[src/rtl/winwd_pkg.sv]
package winwd_pkg;

    localparam int CNT_W  = 7;
    localparam int DATA_W = 10;

    typedef logic [CNT_W-1:0] cnt_t;

    typedef enum logic [1:0] {
        SEL_CTRL = 2'd0,
        SEL_CFG  = 2'd1,
        SEL_STAT = 2'd2
    } reg_sel_e;

    // configuration register: [9] warning enable, [8:7] prescaler, [6:0] window
    typedef struct packed {
        logic       ew_en;
        logic [1:0] div_sel;
        cnt_t       win;
    } cfg_t;

    // control register: [7] arm, [6:0] counter
    typedef struct packed {
        logic en;
        cnt_t val;
    } ctrl_t;

    localparam cnt_t CNT_RST  = 7'h7F;
    localparam cnt_t WARN_VAL = 7'h40;
    localparam cfg_t CFG_RST  = '{ew_en: 1'b0, div_sel: 2'b00, win: 7'h7F};

    function automatic logic msb_clear(input ctrl_t w);
        return !w.val[CNT_W-1];
    endfunction

endpackage

[src/rtl/winwd_prescaler.sv]
module winwd_prescaler #(
    parameter int BASE_DIV = 4096,
    parameter int SEL_W    = 2
) (
    input  logic             clk,
    input  logic             clr,
    input  logic [SEL_W-1:0] div_sel,
    output logic             tick
);
    localparam int MAX_DIV = BASE_DIV << ((1 << SEL_W) - 1);
    localparam int PW      = $clog2(MAX_DIV) + 1;

    logic [PW-1:0] presc_q;
    logic [PW-1:0] lim;

    assign lim  = PW'(BASE_DIV) << div_sel;
    assign tick = (presc_q >= lim - PW'(1));

    always_ff @(posedge clk) begin
        if (clr)       presc_q <= '0;
        else if (tick) presc_q <= '0;
        else           presc_q <= presc_q + PW'(1);
    end

endmodule

[src/rtl/winwd_counter.sv]
module winwd_counter
    import winwd_pkg::*;
(
    input  logic clk,
    input  logic clr,
    input  logic tick,
    input  logic load,
    input  cnt_t load_val,
    input  logic ew_en,
    input  logic flag_clr,
    output cnt_t cnt,
    output logic flag
);
    cnt_t cnt_q;
    logic flag_q;
    logic warn_hit;

    assign warn_hit = tick && !load && ew_en && (cnt_q == WARN_VAL + 7'd1);

    always_ff @(posedge clk) begin
        if (clr)       cnt_q <= CNT_RST;
        else if (load) cnt_q <= load_val;
        else if (tick) cnt_q <= cnt_q - 7'd1;
    end

    always_ff @(posedge clk) begin
        if (clr)           flag_q <= 1'b0;
        else if (warn_hit) flag_q <= 1'b1;
        else if (flag_clr) flag_q <= 1'b0;
    end

    assign cnt  = cnt_q;
    assign flag = flag_q;


    count_step_chk: assert property (@(posedge clk) disable iff (clr)
        (tick && !load) |=> (cnt_q == $past(cnt_q) - 7'd1));


    load_value_chk: assert property (@(posedge clk) disable iff (clr)
        load |=> (cnt_q == $past(load_val)));


    flag_origin_chk: assert property (@(posedge clk) disable iff (clr)
        $rose(flag_q) |-> ($past(cnt_q) == WARN_VAL + 7'd1));

endmodule

[src/rtl/winwd_fault.sv]
module winwd_fault #(
    parameter int RST_PULSE = 4
) (
    input  logic clk,
    input  logic rst,
    input  logic fault,
    output logic rst_req
);
    localparam int PCW = $clog2(RST_PULSE + 1);

    logic [PCW-1:0] pulse_q;

    always_ff @(posedge clk) begin
        if (rst)                 pulse_q <= '0;
        else if (fault)          pulse_q <= PCW'(RST_PULSE);
        else if (pulse_q != '0)  pulse_q <= pulse_q - PCW'(1);
    end

    assign rst_req = (pulse_q != '0);


    fault_pulse_chk: assert property (@(posedge clk) disable iff (rst)
        fault |=> rst_req);


    pulse_bound_chk: assert property (@(posedge clk) disable iff (rst)
        (rst_req && !fault) |=> (pulse_q < $past(pulse_q)));

endmodule

[src/rtl/winwd_top.sv]
module winwd_top
    import winwd_pkg::*;
#(
    parameter int BASE_DIV  = 4096,
    parameter int RST_PULSE = 4
) (
    input  logic        clk,
    input  logic        rst,
    input  logic        wr_en,
    input  logic [1:0]  wr_sel,
    input  logic [9:0]  wr_data,
    input  logic [1:0]  rd_sel,
    output logic [9:0]  rd_data,
    output logic        rst_req,
    output logic        irq
);
    ctrl_t wdat;
    cfg_t  cfg_q;
    logic  en_q;
    cnt_t  cnt;
    logic  flag;
    logic  tick;
    logic  ctrl_wr, cfg_wr, stat_clr;
    logic  wr_fault, uf_fault, fault, clr;

    assign wdat     = ctrl_t'(wr_data[7:0]);
    assign ctrl_wr  = wr_en && !rst_req && (wr_sel == SEL_CTRL);
    assign cfg_wr   = wr_en && !rst_req && (wr_sel == SEL_CFG);
    assign stat_clr = wr_en && !rst_req && (wr_sel == SEL_STAT) && !wr_data[0];

    assign wr_fault = ctrl_wr && (((en_q || wdat.en) && msb_clear(wdat))
                                  || (en_q && (cnt > cfg_q.win)));
    assign uf_fault = en_q && tick && !ctrl_wr && (cnt == WARN_VAL);
    assign fault    = wr_fault || uf_fault;
    assign clr      = rst || rst_req || fault;

    always_ff @(posedge clk) begin
        if (clr)                     en_q <= 1'b0;
        else if (ctrl_wr && wdat.en) en_q <= 1'b1;
    end

    always_ff @(posedge clk) begin
        if (clr)         cfg_q <= CFG_RST;
        else if (cfg_wr) cfg_q <= cfg_t'(wr_data);
    end

    winwd_prescaler #(.BASE_DIV(BASE_DIV), .SEL_W(2)) u_presc (
        .clk     (clk),
        .clr     (clr),
        .div_sel (cfg_q.div_sel),
        .tick    (tick)
    );

    winwd_counter u_cnt (
        .clk      (clk),
        .clr      (clr),
        .tick     (tick),
        .load     (ctrl_wr),
        .load_val (wdat.val),
        .ew_en    (cfg_q.ew_en),
        .flag_clr (stat_clr),
        .cnt      (cnt),
        .flag     (flag)
    );

    winwd_fault #(.RST_PULSE(RST_PULSE)) u_fault (
        .clk     (clk),
        .rst     (rst),
        .fault   (fault),
        .rst_req (rst_req)
    );

    always_comb begin
        case (rd_sel)
            SEL_CTRL: rd_data = {2'b00, en_q, cnt};
            SEL_CFG:  rd_data = cfg_q;
            SEL_STAT: rd_data = {9'd0, flag};
            default:  rd_data = '0;
        endcase
    end

    assign irq = flag;


    arm_sticky_chk: assert property (@(posedge clk) disable iff (rst)
        (en_q && !rst_req && !fault) |=> en_q);


    underflow_req_chk: assert property (@(posedge clk) disable iff (rst)
        (en_q && tick && !ctrl_wr && cnt == WARN_VAL) |=> rst_req);


    early_reload_chk: assert property (@(posedge clk) disable iff (rst)
        (ctrl_wr && en_q && cnt > cfg_q.win) |=> rst_req);


    held_in_reset_chk: assert property (@(posedge clk) disable iff (rst)
        $past(fault) |-> (!en_q && cnt == CNT_RST && !flag));

endmodule

[config.mk]
export PLATFORM = sky130hd
export DESIGN_NAME = winwd_top
export DESIGN_NICKNAME = d
export VERILOG_FILES = /design/src/rtl/winwd_pkg.sv /design/src/rtl/winwd_prescaler.sv /design/src/rtl/winwd_counter.sv /design/src/rtl/winwd_fault.sv /design/src/rtl/winwd_top.sv
export SDC_FILE = /design/constraint.sdc
export NUM_CORES = 1
export LEC_CHECK = 0
export ABC_AREA = 1
export ABC_CLOCK_PERIOD_IN_PS = 1850
export BUFFER_PORTS_ARGS = -buffer_cell sky130_fd_sc_hd__buf_2
export CELL_PAD_IN_SITES_DETAIL_PLACEMENT = 1
export CELL_PAD_IN_SITES_GLOBAL_PLACEMENT = 2
export CORE_AREA = 3 3 109 85
export DETAILED_ROUTE_END_ITERATION = 16
export DIE_AREA = 0 0 112 88
export PLACE_DENSITY_LB_ADDON = 0.1
export SLEW_MARGIN = 40
export SYNTH_ARGS = -nofsm -noshare
export SYNTH_HDL_FRONTEND = slang
export SYNTH_SLANG_ARGS = --single-unit
[constraint.sdc]
create_clock -name clk -period 1.85 [get_ports clk]
set_clock_uncertainty 0.1 [all_clocks]
set_input_delay 0 -clock clk [delete_from_list [all_inputs] [get_ports clk]]
set_output_delay 0 -clock clk [all_outputs]
set_load 0.01 [all_outputs]
==> results of run 1 <==
[worst min path at each step]
stage	startpoint	cells past startpoint	endpoint
after floorplan	rst	1	u_fault.pulse_q[0]
after global placement	rst	2	u_fault.pulse_q[0]
after detailed placement	rst	2	u_fault.pulse_q[0]
after CTS	wr_data[0]	4	cfg_q[0]
after global routing	wr_data[0]	4	cfg_q[0]
final	wr_data[0]	4	cfg_q[0]
[through the flow]
stage / setup WS, ns / utilization [%] / area [um^2] / hold WS, ns / cells
2_1_floorplan: -0.0151 / - / 2410 / -0.0290 / 333
3_3_place_gp: -0.0924 / 36.0 / 2990 / 0.116 / 507
3_5_place_dp: -0.166 / 36.0 / 2990 / 0.116 / 507
4_1_cts: -0.0212 / 40.0 / 3320 / 0.0110 / 530
5_1_grt: -0.161 / 41.7 / 3470 / 0.0213 / 533
6_report: -0.0476 / 41.7 / 3470 / 0.0102 / 533
[final cells by class]
class,instances,area (um^2)
clock buffers,7,86.3
repair buffers,88,679
inverters,67,264
well taps,108,135
clock inverters,1,5.00
fillers,1039,4840
multi-input cells,224,1520
flip-flops and latches,38,776
[timing repair]
action,4_1_cts,5_1_grt
hold endpoints to repair,18,0
gates cloned,1,0
gates resized for setup,22,35
buffers inserted,5,3
hold buffers,10,0
setup endpoints to repair,38,38
pin swaps,8,14
[layer usage]
metal | global-route usage, % | share of wire (%) | vias to the layer above
li1 | - | - | 1211
met1 | 23.2 | 55 | 1093
met2 | 22.6 | 42 | 30
met3 | 2.62 | 3.2 | 2
met4 | 2.29 | 0.45 | 0
met5 | 0 | 0 | -
[state kept, by name (all words and copies together) (netlist names)]
signal,cells
u_presc.presc_q,16
en_q,1
u_fault.pulse_q,3
u_cnt.cnt,7
cfg_q,10
u_cnt.flag,1
[critical path: cells and delay by family (launching register included)]
kind,cells,cell delay [ns]
AOI/OAI and AO/OA,1,0.20
adders and majority gates,1,0.26
buffers and inverters,2,0.27
DFF,1,0.39
and+or+nand+nor,7,0.57
[cell families (layout without fill, tap and decap cells)]
| logic type | count (synthesis) | in the layout | synth area share, % |
|---|---|---|---|
| flip-flops | 38 | 38 | 32.0 |
| other | 1 | 1 | 0.158 |
| multiplexers | 9 | 9 | 4.21 |
| adder cells (fa/ha/maj) | 17 | 17 | 8.94 |
| XOR/XNOR | 17 | 17 | 6.26 |
| AND/OR/NAND/NOR | 158 | 158 | 30.8 |
| AO/OA/AOI/OAI | 22 | 22 | 5.42 |
| buffers and inverters | 71 | 163 | 12.3 |
[synthesized netlist by cell type (all sizes together)]
master	n	share of area (%)
nand3b	1	0.32
xnor2	5	1.8
nand3	25	6.3
a21oi	4	0.84
o211ai	1	0.32
dfxtp	38	32
o41ai	1	0.37
buf	3	1.4
o31ai	1	0.32
mux2i	1	0.42
xor2	12	4.4
nand2	77	12
o21ai	10	2.3
clkbuf	1	0.16
inv	67	11
ha	17	8.9
mux2	8	3.8
nor3	4	1.3
o22ai	5	1.3
nor2	47	8.8
conb	1	0.16
nand4	4	1.7
[power by group through the flow]
stage	Sequential [mW]	Combinational, mW	Clock, mW
floorplan	0.940	0.556	0
global placement	0.942	0.879	0
detailed placement	0.945	0.893	0
CTS	0.928	0.986	0.635
global route	0.945	1.12	0.673
finish	0.932	1.01	0.601
==> flow_metrics.tcl, run 1 <==
set metrics [dict create \
    final_common_cell "nand2_1" \
    rr_startpoint "cfg_q[8]" \
    synthCells 333 \
    die_height_um 88 \
    fin_total_pwr_mw 2.54 \
    grt_pass1_wl_um 11900 \
    required_ns 1.94 \
    cts_root_buffer "clkbuf_8" \
    rows 29 \
    post-route-period-util_pct 103 \
    setup_viol 26 \
    cts_sinks 38 \
    synthToLayoutAreaGrowth_pct 45.8 \
    p_switching_mw 0.880 \
    portBuffers 28 \
    crit_path_top_delay_cell "dfxtp_4" \
    num_io_pins 29 \
    clkPwrFrac_pct 23.7 \
    hold_violations 0 \
    min_path_type "input pin to register" \
    min_period_ns 1.90 \
    final_cell_mix "nand2_1, inv_1, buf_4, nor2_1" \
    start_kind "register" \
    die_area_mm2 0.00986 \
    gp_congestion 0.799 \
    crit_start "cfg_q[8]" \
    diodes 0 \
    path_max_fanout 5 \
    viasPerCell 4.38 \
    postRouteAntennaNets 0 \
    p_per_area_mw_per_mm2 733 \
    tns_ns -0.450 \
    numCtsBuffers 5 \
    cp-endpoint "cfg_q[7]" \
    fmax_ghz 0.527 \
    synth.net_count 367 \
    r2r_setup_slack_ns -0.05 \
    htree_levels 2 \
    p_sw_share_pct 34.6 \
    ys_seq_area_share_pct 32.0 \
    drive_above_1_share_pct 37.6 \
    drt_iter0_markers 125 \
    ys_types 31 \
    crit_type "register to register" \
    globalRouteOverflowTotal 0 \
    worst_setup_path_end_kind "register" \
    slew_violations 0 \
    antenna_found_initial 0 \
    violations "setup timing" \
    p_comb_share_pct 39.6 \
    power.share.sequential_pct 36.7 \
    cts_tree "yes" \
    intPower_mw 1.66 \
    layout_setup_ws_ns -0.0476 \
    routedWlPerCell_um 13.5 \
    detail_route.wirelength_um 7190 \
    cp.arrival_ns 1.98 \
    grt_pass1_vias 2348 \
    drt_first_pass_iters 4 \
    clk_latency_ns 0.28 \
    status "finished with violations" \
    crit-reg2reg-capture "cfg_q[7]" \
    rsz0062_at_grt "true" \
    initial_core_util_pct 28.6 \
    max_stage_delay_ns 0.39 \
    cellLeakagePower_nw 1.71 \
    yosys_register_bits 38 \
    syn-cell-area_mm2 0.00238 \
    synth_warnings 0 \
    clk_path_buf_depth 2 \
    gr-usage-all-layers_pct 15.2 \
    drc 0 \
    nets 458 \
    ff2ff_path_depth 11 \
    avgSynthCellArea_um2 7.14 \
    post-dp-hpwl_um 5480 \
    core_area_mm2 0.00831 \
    vias 2336 \
    die_w_um 112 \
    ir_worst_vdd_mv 0.409 \
    grt_start_max_net_pins 15 \
    crit_chain "nand2_4 -> ha_4 -> nand2_2 -> nor2_2 -> nand2_2 -> o21ai_4 -> nand3_4 -> buf_6 -> nand3_4 -> buf_6 -> nor2_1" \
    drv_cap 0 \
    clk_pin_slew_ns 0.08 \
]
No activity file was read; power rests on OpenSTA's default activity.
==> run 2: changes to the inputs <==
--- a/config.mk
+++ b/config.mk
@@ -5,14 +5,15 @@
 export SDC_FILE = /design/constraint.sdc
 export NUM_CORES = 1
 export LEC_CHECK = 0
-export ABC_AREA = 1
 export ABC_CLOCK_PERIOD_IN_PS = 1850
 export BUFFER_PORTS_ARGS = -buffer_cell sky130_fd_sc_hd__buf_2
 export CELL_PAD_IN_SITES_DETAIL_PLACEMENT = 1
 export CELL_PAD_IN_SITES_GLOBAL_PLACEMENT = 2
-export CORE_AREA = 3 3 109 85
+export CORE_AREA = 3 3 102 80
 export DETAILED_ROUTE_END_ITERATION = 16
-export DIE_AREA = 0 0 112 88
+export DIE_AREA = 0 0 105 83
+export GPL_ROUTABILITY_DRIVEN = 0
+export GPL_TIMING_DRIVEN = 0
 export PLACE_DENSITY_LB_ADDON = 0.1
 export SLEW_MARGIN = 40
 export SYNTH_ARGS = -nofsm -noshare
==> run 2 against run 1 <==
The flow still finishes with violations (setup timing). Routed wire length decreased by 12%. Synthesized cell count down 21%. Area after synthesis decreased by 7.3%. Critical path depth decreased by 1. Critical path type unchanged. Largest power group is now registers.
==> flow_metrics.tcl, run 2 <==
set metrics [dict create \
    num-fill-cells 887 \
    ys_seq_area_share_pct 34.5 \
    synth-main-ff-cell "dfxtp_1" \
    worst_setup_path_end_kind "register" \
    place_area_mm2 0.00251 \
    die_area_mm2 0.00872 \
    final_common_cell "nor2_1" \
    setup_viol 38 \
    synth.net_count 296 \
    p_per_area_mw_per_mm2 802 \
    status "finished with violations" \
    postRouteAntennaNets 0 \
    synthToLayoutAreaGrowth_pct 41.7 \
    layout_setup_ws_ns -0.360 \
    syn-cell-area_mm2 0.00220 \
    required_ns 1.90 \
    ys_top_cells_by_area "dfxtp_1, ha_1, nor2_1" \
    fin_cells 434 \
    die_height_um 83 \
    clk_path_buf_depth 2 \
    cp.arrival_ns 2.26 \
    antenna_found_initial 0 \
    drv_cap 0 \
    cellLeakagePower_nw 1.31 \
    yosys-top-cells-count "nor2_1, dfxtp_1, nand2_1, inv_1, ha_1" \
    yosys_register_bits 38 \
    slew_violations 0 \
    start_kind "register" \
    post-route-period-util_pct 119 \
    min_path_type "input pin to register" \
    clk_pin_slew_ns 0.08 \
    place_inst 391 \
    rows 27 \
    ir_worst_vdd_mv 0.433 \
    viasPerCell 4.69 \
    vias 2035 \
    avgSynthCellArea_um2 8.41 \
    synth_area_leader_cell "dfxtp_1" \
    portBuffers 28 \
    maxSlewHeadroom_pct 51.6 \
    synth_edf_count 0 \
    drive_above_1_share_pct 37.8 \
    core_area_mm2 0.00723 \
    rsz0062_at_grt "true" \
    clk_latency_ns 0.29 \
    synthCells 262 \
    synth.most_common_cell "nor2_1" \
    top_register "u_presc.presc_q" \
    gr-usage-all-layers_pct 14.7 \
    synth_warnings 0 \
    largest_reg_flops 16 \
    stdcell_area_mm2 0.00312 \
    numCtsBuffers 5 \
    cts_sinks 38 \
    synth_top_area_share_pct 34.5 \
    min_period_ns 2.21 \
    ys_types 47 \
    final_cell_mix "nor2_1, dfxtp_1, buf_2, nand2_1, buf_4" \
    diodes 0 \
    initial_core_util_pct 30.5 \
    die_w_um 105 \
    nets 366 \
    utilization_pct 43.2 \
    drt_first_pass_iters 4 \
    drc 0 \
    worst-slew-pin-transition_ns 0.726 \
    path_max_fanout 5 \
    drt_iter0_markers 66 \
    fmax_ghz 0.453 \
    crit_type "register to register" \
    cts_root_buffer "clkbuf_8" \
    grt_pass1_wl_um 10300 \
    routedWlPerCell_um 14.6 \
    hold_violations 0 \
    detail_route.wirelength_um 6350 \
    post-dp-hpwl_um 4510 \
    whs_ns 0.0294 \
    grt_pass1_vias 2033 \
    grt_start_max_net_pins 12 \
    async_flop_share_pct 0 \
    globalRouteOverflowTotal 0 \
    violations "setup timing" \
    cts_tree "yes" \
    num_io_pins 29 \
    htree_levels 2 \
    fin_total_pwr_mw 2.51 \
]
==> run 2: cell count changes after synthesis, sizes merged, moves of 3 or more <==
cell	previous run	this run
a21oi	4	12
xor2	12	9
mux2	8	0
nand2	77	26
o211ai	1	11
clkbuf	1	5
xnor2	5	9
inv	67	18
nand3	25	10
mux2i	1	9
o22ai	5	1
nand4	4	9
and3	0	3
==> run 2: per-layer routing <==
metal / vias to the layer above / global-route usage (%) / part of all wire [%]
li1: 1039 / - / -
met1: 951 / 23.0 / 56
met2: 40 / 20.0 / 40
met3: 5 / 2.80 / 3.9
met4: 0 / 3.93 / 0.72
met5: - / 0 / 0
==> run 2: area by class of cell <==
type / count / area (um^2) / share of cell area, %
plain buffers: 5 / 27.5 / 0.881
inverters: 18 / 70.1 / 2.24
repair buffers: 68 / 512 / 16.4
flip-flops and latches: 38 / 776 / 24.8
clock inverters: 1 / 5.00 / 0.160
multi-input cells: 196 / 1520 / 48.7
well taps: 101 / 126 / 4.04
clock buffers: 7 / 86.3 / 2.76
==> run 2: worst paths after layout <==
kind	slack, ns	cells after the start	end	start
max	-0.36	10	u_cnt.cnt[0]	u_fault.pulse_q[1]
min	0.03	4	u_cnt.flag	wr_en
max reg2reg	-0.36	10	u_cnt.cnt[0]	u_fault.pulse_q[1]
min reg2reg	0.38	1	u_presc.presc_q[0]	u_presc.presc_q[0]
==> run 2: per-stage QoR <==
stage	setup WS (ns)	setup TNS, ns
2_1_floorplan	-0.393	-8.23
3_3_place_gp	-0.783	-19.90
3_5_place_dp	-0.764	-20.72
4_1_cts	-0.450	-13.89
5_1_grt	-0.443	-14.23
6_report	-0.360	-11.07
==> run 2: power breakdown <==
part	leakage [nW]	internal, mW	switching, mW
clock network	0.0482	0.301	0.304
logic	0.951	0.444	0.496
registers	0.311	0.891	0.0704
total	1.31	1.64	0.870
==> run 2: kinds of logic (layout without fill, tap and decap cells) <==
logic type,after synthesis,count (layout),share of synthesized area (%)
XOR/XNOR,18,18,7.15
buffers and inverters,28,99,6.19
flip-flops,38,38,34.5
AO/OA/AOI/OAI,40,40,11.9
adder cells (fa/ha/maj),17,17,9.65
multiplexers,9,9,4.09
AND/OR/NAND/NOR,111,111,26.4
other,1,1,0.170
==> run 2: worst max-delay path: stages (launching register included) <==
cell and delay [ns]:
dfxtp_2 0.33, inv_2 0.06, ha_4 0.14, ha_4 0.15
nand2_4 0.06, or3_4 0.42, and3_4 0.20, nand4_4 0.10
and4b_4 0.28, buf_6 0.14, o211ai_1 0.09
==> run 2: timing repair <==
| action | in CTS | in global routing |
|---|---|---|
| hold buffers | 12 | 0 |
| hold endpoints to repair | 23 | 0 |
| gates resized for setup | 28 | 48 |
| buffers inserted | 15 | 13 |
| pin swaps | 7 | 21 |
| cloned | 2 | 0 |
| endpoints found under the setup margin | 38 | 38 |
